File: src/rtl/blkmap_pkg.sv
package blkmap_pkg;
  typedef enum logic [1:0] {
    WP_LOW  = 2'b00,
    WP_HIGH = 2'b01,
    WP_HV   = 2'b10,
    WP_RSVD = 2'b11
  } wp_lvl_e;

  localparam logic [7:0] ST_PROT   = 8'h01;
  localparam logic [7:0] ST_UNPROT = 8'h00;
endpackage

File: src/rtl/blkmap_decode.sv
module blkmap_decode #(
  parameter int ADDR_W      = 22,
  parameter int PARAM_SHIFT = 12,
  parameter int MAIN_SHIFT  = 15,
  parameter int GROUP_SHIFT = 17,
  parameter int BLK_W       = 8,
  parameter int GRP_W       = 6
) (
  input  logic              top_boot,
  input  logic [ADDR_W-1:0] addr,
  output logic [BLK_W-1:0]  blk,
  output logic [GRP_W-1:0]  grp,
  output logic              in_param,
  output logic              outer
);
  localparam int HI_W   = ADDR_W - MAIN_SHIFT;
  localparam int SUB_W  = MAIN_SHIFT - PARAM_SHIFT;
  localparam int CH_W   = ADDR_W - GROUP_SHIFT;
  localparam int NPARAM = 1 << SUB_W;
  localparam int NMAIN  = (1 << HI_W) - 1;
  localparam int NGRP   = (1 << CH_W) + 1;

  logic [HI_W-1:0]  hi;
  logic [SUB_W-1:0] sub;
  logic [CH_W-1:0]  chunk;

  assign hi    = addr[ADDR_W-1:MAIN_SHIFT];
  assign sub   = addr[MAIN_SHIFT-1:PARAM_SHIFT];
  assign chunk = addr[ADDR_W-1:GROUP_SHIFT];

  always_comb begin
    in_param = top_boot ? (&hi) : (hi == '0);
    if (in_param) begin
      blk   = top_boot ? (BLK_W'(NMAIN) + BLK_W'(sub)) : BLK_W'(sub);
      grp   = top_boot ? GRP_W'(NGRP - 1) : '0;
      outer = top_boot ? (sub >= SUB_W'(NPARAM - 2)) : (sub < SUB_W'(2));
    end else begin
      blk   = top_boot ? BLK_W'(hi) : (BLK_W'(hi) + BLK_W'(NPARAM - 1));
      grp   = top_boot ? GRP_W'(chunk) : (GRP_W'(chunk) + GRP_W'(1));
      outer = 1'b0;
    end
  end
endmodule

File: src/rtl/blkmap_wrgate.sv
module blkmap_wrgate
  import blkmap_pkg::*;
(
  input  logic [1:0] wp_lvl,
  input  logic       rst_hv,
  input  logic       outer,
  input  logic       grp_bit,
  output logic       ok
);
  always_comb begin
    if (wp_lvl == WP_HV)                ok = 1'b1;
    else if (wp_lvl == WP_LOW && outer) ok = 1'b0;
    else if (rst_hv)                    ok = 1'b1;
    else                                ok = ~grp_bit;
  end
endmodule

File: src/rtl/blkmap_status.sv
module blkmap_status
  import blkmap_pkg::*;
(
  input  logic       clk,
  input  logic       rst_n,
  input  logic       req_valid,
  output logic       req_ready,
  input  logic       req_bit,
  output logic       rsp_valid,
  input  logic       rsp_ready,
  output logic [7:0] rsp_data
);
  assign req_ready = ~rsp_valid | rsp_ready;

  always_ff @(posedge clk) begin
    if (!rst_n) begin
      rsp_valid <= 1'b0;
      rsp_data  <= ST_UNPROT;
    end else if (req_ready) begin
      rsp_valid <= req_valid;
      if (req_valid) rsp_data <= req_bit ? ST_PROT : ST_UNPROT;
    end
  end

  // a stalled response holds valid and data
  p_rsp_hold_r10: assert property (@(posedge clk) disable iff (!rst_n)
    (rsp_valid && !rsp_ready) |=> (rsp_valid && $stable(rsp_data)));

  // only the two legal codes appear
  p_rsp_code_r9: assert property (@(posedge clk) disable iff (!rst_n)
    rsp_valid |-> (rsp_data[7:1] == 7'd0));

  // an accepted request yields a response next cycle
  p_rsp_follows_r9: assert property (@(posedge clk) disable iff (!rst_n)
    (req_valid && req_ready) |=> rsp_valid);
endmodule

File: src/rtl/blkmap_guard.sv
module blkmap_guard
  import blkmap_pkg::*;
#(
  parameter int ADDR_W      = 22,
  parameter int PARAM_SHIFT = 12,
  parameter int MAIN_SHIFT  = 15,
  parameter int GROUP_SHIFT = 17,
  parameter int NUM_PARAM   = 1 << (MAIN_SHIFT - PARAM_SHIFT),
  parameter int NUM_MAIN    = (1 << (ADDR_W - MAIN_SHIFT)) - 1,
  parameter int NUM_BLK     = NUM_MAIN + NUM_PARAM,
  parameter int NUM_GRP     = (1 << (ADDR_W - GROUP_SHIFT)) + 1,
  parameter int BLK_W       = $clog2(NUM_BLK),
  parameter int GRP_W       = $clog2(NUM_GRP)
) (
  input  logic               clk,
  input  logic               rst_n,
  input  logic               top_boot,
  input  logic [ADDR_W-1:0]  addr,
  input  logic [NUM_GRP-1:0] grp_prot,
  input  logic [1:0]         wp_lvl,
  input  logic               rst_hv,
  output logic [BLK_W-1:0]   blk_idx,
  output logic [GRP_W-1:0]   grp_idx,
  output logic               is_boot,
  output logic               wr_ok,
  input  logic               st_req_valid,
  output logic               st_req_ready,
  input  logic [ADDR_W-1:0]  st_req_addr,
  output logic               st_rsp_valid,
  input  logic               st_rsp_ready,
  output logic [7:0]         st_rsp_data
);
  logic             outer_w;
  logic [BLK_W-1:0] sq_blk;
  logic [GRP_W-1:0] sq_grp;
  logic             sq_param, sq_outer;

  blkmap_decode #(
    .ADDR_W(ADDR_W), .PARAM_SHIFT(PARAM_SHIFT), .MAIN_SHIFT(MAIN_SHIFT),
    .GROUP_SHIFT(GROUP_SHIFT), .BLK_W(BLK_W), .GRP_W(GRP_W)
  ) u_dec (
    .top_boot(top_boot), .addr(addr), .blk(blk_idx), .grp(grp_idx),
    .in_param(is_boot), .outer(outer_w)
  );

  blkmap_wrgate u_gate (
    .wp_lvl(wp_lvl), .rst_hv(rst_hv), .outer(outer_w),
    .grp_bit(grp_prot[grp_idx]), .ok(wr_ok)
  );

  blkmap_decode #(
    .ADDR_W(ADDR_W), .PARAM_SHIFT(PARAM_SHIFT), .MAIN_SHIFT(MAIN_SHIFT),
    .GROUP_SHIFT(GROUP_SHIFT), .BLK_W(BLK_W), .GRP_W(GRP_W)
  ) u_sdec (
    .top_boot(top_boot), .addr(st_req_addr), .blk(sq_blk), .grp(sq_grp),
    .in_param(sq_param), .outer(sq_outer)
  );

  blkmap_status u_stat (
    .clk(clk), .rst_n(rst_n),
    .req_valid(st_req_valid), .req_ready(st_req_ready),
    .req_bit(grp_prot[sq_grp]),
    .rsp_valid(st_rsp_valid), .rsp_ready(st_rsp_ready), .rsp_data(st_rsp_data)
  );

  // index stays inside the block count
  p_blk_range_r1: assert property (@(posedge clk) disable iff (!rst_n)
    int'(blk_idx) < NUM_BLK);

  // boot flag agrees with the side the strap selects
  p_boot_side_r4: assert property (@(posedge clk) disable iff (!rst_n)
    is_boot |-> (top_boot ? (int'(blk_idx) >= NUM_MAIN) : (int'(blk_idx) < NUM_PARAM)));

  // outermost blocks locked while write protect is low
  p_wp_low_outer_r5: assert property (@(posedge clk) disable iff (!rst_n)
    (wp_lvl == WP_LOW && outer_w) |-> !wr_ok);

  // high voltage on write protect opens every block
  p_wp_hv_r6: assert property (@(posedge clk) disable iff (!rst_n)
    (wp_lvl == WP_HV) |-> wr_ok);

  // high-voltage reset opens everything but the R5 case
  p_rst_hv_r7: assert property (@(posedge clk) disable iff (!rst_n)
    (rst_hv && !(wp_lvl == WP_LOW && outer_w)) |-> wr_ok);

  // group index never leaves the vector
  p_grp_range_r3: assert property (@(posedge clk) disable iff (!rst_n)
    int'(grp_idx) < NUM_GRP);
endmodule

File: config.mk
export PLATFORM = sky130hd
export DESIGN_NAME = blkmap_guard
export DESIGN_NICKNAME = d
export VERILOG_FILES = /design/src/rtl/blkmap_pkg.sv /design/src/rtl/blkmap_decode.sv /design/src/rtl/blkmap_wrgate.sv /design/src/rtl/blkmap_status.sv /design/src/rtl/blkmap_guard.sv
export SDC_FILE = /design/constraint.sdc
export NUM_CORES = 1
export LEC_CHECK = 0
export BUFFER_PORTS_ARGS = -buffer_cell sky130_fd_sc_hd__buf_2
export CORE_MARGIN = 2
export CORE_UTILIZATION = 30
export DETAILED_ROUTE_END_ITERATION = 16
export PLACE_DENSITY = 0.76
export SKIP_CTS_REPAIR_TIMING = 1
export SLEW_MARGIN = 25
export SYNTH_ARGS = -nofsm -noshare
export SYNTH_HDL_FRONTEND = slang
export SYNTH_SLANG_ARGS = --single-unit
export TNS_END_PERCENT = 20
File: constraint.sdc
create_clock -name clk -period 3.02 [get_ports clk]
set_input_delay 0.604 -clock clk [delete_from_list [all_inputs] [get_ports clk]]
set_output_delay 0.604 -clock clk [all_outputs]
set_load 0.05 [all_outputs]
## After elaboration in Yosys (flattened, before gate mapping)

Index checks and enable logic that the tools add are counted.

| storage, ports and cells | value |
|---|---|
| memories kept | 0 |
| RAM bits | 0 |
| input port bits | 85 |
| output and inout port bits | 26 |
| latch bits | 0 |
| memory bits (read-only) | 0 |
| flip-flop bits (word level) | 9 |

| cells by class | value |
|---|---|
| add/subtract/negate cells | 4 |
| multiply operators | 0 |
| $lt $le $gt $ge | 4 |
| muxes and demuxes | 20 |
| shifts and indexed selects | 0 |
| reductions and logical operators | 7 |
| bitwise gates (word level) | 3 |
| eq/ne operators | 1 |
| divide/modulo/power cells | 0 |

Operators with widths:

| cell | number |
|---|---|
| $mux 6 | 5 |
| $mux 8 | 3 |
| $logic_not 7->1 | 2 |
| $lt 6x7->1 const B | 2 |
| $reduce_and 7->1 | 2 |
| $add 5x1->6 const B | 2 |
| $bmux 1 s6 | 2 |
| $mux 1 | 10 |
| $add 7x3->8 const A | 1 |
| $add 7x3->8 const B | 1 |
| $ge 3x3->1 const B | 1 |
| $lt 3x2->1 const B | 1 |
| $eq 2x2->1 const B | 1 |
| $logic_not 2->1 | 1 |
| $not 1->1 | 2 |
| $reduce_and 2->1 | 1 |
| $logic_and 1x1->1 | 1 |
| $or 1x1->1 | 1 |

## Depth between registers and ports, before layout

| depth | value |
|---|---|
| depth after elaboration | 9 |
| gate-level depth with buffers | 11 |
| depth with buffers taken out | 10 |

## Modules after synthesis

A second synthesis with hierarchy kept.

| unflattened totals | value |
|---|---|
| cells, all modules | 229 |
| area total of the unflattened synthesis | 1829.3 µm² |

Modules (own cells, without submodules):

| module | cells each | times used | area an instance (µm²) | sequential area each (µm²) |
|---|---|---|---|---|
| blkmap_decode | 72 | 2 | 515.5 | 0.0 |
| blkmap_guard | 65 | 1 | 643.1 | 0.0 |
| blkmap_status | 16 | 1 | 132.6 | 40.0 |
| blkmap_wrgate | 4 | 1 | 22.5 | 0.0 |

## Least setup slack after synthesis

OpenSTA, ideal clock, no wires.

| timing | value |
|---|---|
| kind | input-to-output |
| start point | in addr[17] |
| end point | out wr_ok |
| stages | 11 |
| setup slack | -0.979 ns |
| path buffers | 2 |
| data required time | 2.416 ns |
| arrival time | 3.395 ns |
| path through | buf_2 -> inv_1 -> ha_1 -> and3b_1 -> buf_6 -> nor2_2 -> inv_2 -> nor2_1 -> o311ai_1 -> o31a_1 -> a221o_1 |

| between the ends | value |
|---|---|
| word-level cells in the longest chain between the ends | 9 |
| elaborated cells between the ends (all ways) | 14 |
| classes of those cells | 1 x add/sub; 9 x mux; 1 x bitwise; 3 x reduce/logical |

Ends and longest elaborated chain:

| item | RTL line | RTL |
|---|---|---|
| start: declaration | blkmap_guard.sv:18 | `input logic [ADDR_W-1:0] addr,` |
| $add 5x1->6, or another cell as far along | blkmap_decode.sv:39 | `grp = top_boot ? GRP_W'(chunk) : (GRP_W'(chunk) + GRP_W'(1));` |
| $mux 6 / $mux 1 (equally long branches) | blkmap_decode.sv:39, blkmap_decode.sv:32 |  |
| $mux 6 * | blkmap_decode.sv:33 | `if (in_param) begin` |
| via grp_idx[4] | blkmap_guard.sv:23 | `output logic [GRP_W-1:0] grp_idx,` |
| $bmux 1 s6 * | blkmap_guard.sv:48 | `.grp_bit(grp_prot[grp_idx]), .ok(wr_ok)` |
| $mux 1 (implied by the code) * | blkmap_guard.sv:48 |  |
| $not 1->1 * | blkmap_wrgate.sv:14 | `else ok = ~grp_bit;` |
| $mux 1 * | blkmap_wrgate.sv:13 | `else if (rst_hv) ok = 1'b1;` |
| $mux 1 * | blkmap_wrgate.sv:12 | `else if (wp_lvl == WP_LOW && outer) ok = 1'b0;` |
| $mux 1 * | blkmap_wrgate.sv:11 | `if (wp_lvl == WP_HV) ok = 1'b1;` |
| end: declaration | blkmap_guard.sv:25 | `output logic wr_ok,` |

The timed path passes the listed nets; every way through them passes the cells marked *. The select of a mux whose other input is x is not followed.

## Worst setup path in the final report

| timing | value |
|---|---|
| start point | in addr[15] |
| end point | out wr_ok |

| between the ends | value |
|---|---|
| word-level cells in the longest chain between the ends | 9 |
| elaborated cells between the ends (all ways) | 12 |
| classes of those cells | 8 x mux; 1 x bitwise; 3 x reduce/logical |

Ends and longest elaborated chain:

| item | RTL line | RTL |
|---|---|---|
| $logic_not 7->1 / $reduce_and 7->1 (equally long branches) | blkmap_decode.sv:32 | `in_param = top_boot ? (&hi) : (hi == '0);` |
| $mux 1 * | blkmap_decode.sv:32 |  |
| $mux 6 | blkmap_decode.sv:33 |  |
| $bmux 1 s6 | blkmap_guard.sv:48 |  |
| $mux 1 (implied by the code) | blkmap_guard.sv:48 |  |
| $not 1->1 | blkmap_wrgate.sv:14 |  |
| $mux 1 | blkmap_wrgate.sv:13 |  |
| $mux 1 * | blkmap_wrgate.sv:12 |  |
| $mux 1 * | blkmap_wrgate.sv:11 |  |

Mark *: on every way between the ends. The rest lies on a longest branch, timed or not. The select of a mux whose other input is x is not followed.

==> flow_metrics.py <==
metrics = {
    "run_status": {
        "status": "complete, but fails checks",
        "violations": "setup timing",
    },
    "placement": {
        "place.gp.congestion": 0.928,
        "hpwlAfterDp_mm": 4.85,
        "io_buffers": 76,
    },
    "timing": {
        "final-setup-viol-count": 2,
        "fin_crit_ns": 3.43,
        "fin_crit_sh": 1.13,
        "fin_ws_ns": -0.407,
        "fmax_ghz": 0.292,
        "final_hold_viol_count": 0,
        "report.final.slew_viol_count": 0,
        "clock-skew-final_ns": 0.000960,
        "worstMarginPinSlew_ns": 0.831,
        "rsz0062_at_grt": "true",
        "whs_ns": 0.599,
        "max-slew-margin-rel": 0.442,
    },
    "synthesis": {
        "syn_area_per_cell_um2": 7.20,
        "synthMuxAreaShare": 0.128,
        "syn-cell-area_mm2": 0.00161,
        "synth.distinct_cells": 61,
        "ys_warn_count": 0,
        "synth_top_family_by_area": "simple AND/OR/NAND/NOR gates",
        "synth_edf_count": 0,
        "async_reset_ff_frac": 0,
        "ys_ff_latch": 2,
        "synth_ff_type": "dfxtp_1",
        "synth_compound_area_frac": 0.265,
        "synth-seq-area-share": 0.0249,
        "synth_simple_gate_area_share": 0.294,
        "synthXorXnorAreaFrac": 0.0919,
        "syn_inst": 223,
        "synth_adder_area_share": 0.0779,
    },
    "cells_and_area": {
        "seq_area_um2": 40.0,
        "drive_gt1_frac": 0.479,
        "area_growth_pct": 60.7,
        "final_cell_mix": "71 x buf_2, 51 x buf_4, 23 x nand2_1",
        "fin_util": 0.502,
        "fin_nets": 437,
        "nFillCells": 512,
        "multi_input_area_mm2": 0.00150,
        "final_common_cell": "buf_2",
        "antennaDiodeCount": 0,
    },
    "pwr": {
        "cell_internal_pwr_w": 0.000320,
        "power_frac_seq": 0.048,
        "worst_ir_drop_vdd_mv": 0.188,
        "power.clock.fraction": 0.166,
        "power_density_mw_per_mm2": 241,
        "leakage_nw": 1.21,
        "p_comb_frac": 0.786,
        "p_sw_frac": 0.485,
        "switchingPower_w": 0.000302,
    },
    "min_path": {
        "hp-class": "reg -> reg",
        "hold_path_depth": 2,
        "min_to": "u_stat.rsp_valid",
        "worstHoldStart": "u_stat.rsp_valid",
    },
    "routing": {
        "wirelength_mm": 5.93,
        "post_drt_via_cell_ratio": 5.33,
        "dr.pass1.iters": 4,
        "drc": 0,
        "wl_per_cell_um": 14.5,
        "first_iter_violations": 127,
        "detailroute.via_count": 2187,
        "detail-route-antenna-nets": 0,
    },
    "global_route": {
        "overflow": 0,
        "grt_pass1_wl_mm": 9.17,
        "antenna_found_initial": 0,
        "grt_max_degree": 14,
        "grt_pass1_vias": 2110,
        "grt.total_usage": 0.181,
    },
    "floorplan": {
        "core-area_mm2": 0.00514,
        "die_area_mm2": 0.00596,
        "die_h_um": 77.2,
        "die_x_um": 77.2,
        "ios": 111,
        "initial_core_util": 0.313,
        "rows": 26,
    },
    "worst_setup_path": {
        "worst_r2r_startpoint": "u_stat.rsp_valid",
        "rr_worst_depth": 4,
        "critical_path_class": "in -> out",
        "cp-start-kind": "input pin",
        "cp_data_arrival_time_ns": 2.82,
        "r2r_end": "u_stat.rsp_data[0]",
        "worst_setup_path_end_kind": "primary output",
        "critPathRequiredTime_ns": 2.42,
        "r2r_slack_ns": 2.14,
        "path_max_fanout": 4,
    },
    "cts": {
        "numCtsBuffers": 3,
        "insertion_delay_ns": 0.21,
        "cts.clk_slew.worst_paths_ns": 0.03,
        "cts_root_buf": "clkbuf_8",
        "clkSinkCount": 2,
        "cts_tree": "done",
        "cts_buffer_depth": 2,
        "cts_max_level": 1,
    },
    "job": {
        "drv_cap": 0,
    },
}
==> area by class of cell <==
cell class / count / share of cell area
Clock buffer: 3 / 0.0160
Inverter: 14 / 0.0315
Multi-Input combinational cell: 193 / 0.581
Sequential cell: 2 / 0.0155
Tap cell: 70 / 0.0339
Timing Repair Buffer: 128 / 0.322
==> power groups by stage <==
stage	combinational [W]	clock [W]	sequential [W]
floorplan	0.000299	0	0.0000386
global placement	0.000454	0	0.0000303
detailed placement	0.000463	0	0.0000303
CTS	0.000465	0.000106	0.0000300
global route	0.000523	0.000106	0.0000304
finish	0.000489	0.000103	0.0000300
==> Yosys cell counts (3+ instances only) <==
| library cell | count | area, um^2 |
|---|---|---|
| nand2_1 | 23 | 86.3 |
| nor2_1 | 15 | 56.3 |
| nand3_1 | 13 | 65.1 |
| inv_1 | 12 | 45.0 |
| a21oi_1 | 10 | 50.1 |
| ha_1 | 10 | 125 |
| buf_4 | 8 | 60.1 |
| o21ai_0 | 8 | 40.0 |
| xor2_1 | 8 | 70.1 |
| mux2i_1 | 7 | 70.1 |
| xnor2_1 | 7 | 61.3 |
| and2_1 | 5 | 31.3 |
| buf_2 | 5 | 25.0 |
| mux4_2 | 5 | 113 |
| a31oi_1 | 4 | 25.0 |
| nor3_1 | 4 | 20.0 |
| o211ai_1 | 4 | 30.0 |
| a211oi_1 | 3 | 22.5 |
| a221o_1 | 3 | 30.0 |
| buf_6 | 3 | 33.8 |
| clkbuf_1 | 3 | 11.3 |
| nand4b_1 | 3 | 26.3 |
| nor2b_1 | 3 | 18.8 |
| or3_1 | 3 | 18.8 |
==> sequential cells by signal (all words and copies together) (netlist names) <==
| name | cells |
|---|---|
| u_stat.rsp_data | 1 |
| u_stat.rsp_valid | 1 |
==> stage by stage <==
| stage | total power (W) | std cells | TNS, ns | area [um^2] | setup WS (ns) |
|---|---|---|---|---|---|
| finish | 0.000623 | 410 | -0.421 | 2580 | -0.407 |
| global route | 0.000659 | 410 | -0.778 | 2580 | -0.514 |
| CTS | 0.000601 | 405 | -0.963 | 2450 | -0.528 |
| detailed placement | 0.000493 | 402 | -0.933 | 2410 | -0.516 |
| global placement | 0.000484 | 402 | -0.814 | 2410 | -0.490 |
| floorplan | 0.000338 | 229 | -0.893 | 1730 | -0.387 |
==> how the worst max path moves through the flow <==
stage                   from    end  slack, ns  depth (start not counted)
finish              addr[15]  wr_ok      -0.41                         13
CTS                 addr[16]  wr_ok      -0.53                         13
global placement    addr[16]  wr_ok      -0.49                         13
global route        addr[15]  wr_ok      -0.51                         13
detailed placement  addr[16]  wr_ok      -0.52                         13
floorplan           addr[16]  wr_ok      -0.39                         10
==> metal layers <==
layer,share of wire,track usage
met1,0.41,0.218
met2,0.50,0.326
met3,0.073,0.0294
met4,0.015,0.0554
met5,0,0
==> critical path, cell delays in order <==
cell	delay, ns
buf_12	0.09
clkinv_8	0.04
ha_4	0.14
nor4b_4	0.13
and3b_2	0.24
buf_4	0.14
or3_1	0.38
clkinv_2	0.08
nor2_2	0.04
a21boi_2	0.16
o31a_1	0.24
a221o_2	0.37
buf_8	0.16
==> cell families after synthesis <==
logic type | after synthesis
simple gates | 87
mux | 14
other cells | 1
xor+xnor | 16
fa+ha+maj | 10
flops | 2
compound gates | 59
buf+inv | 34
(Power assumes the default switching activity.)
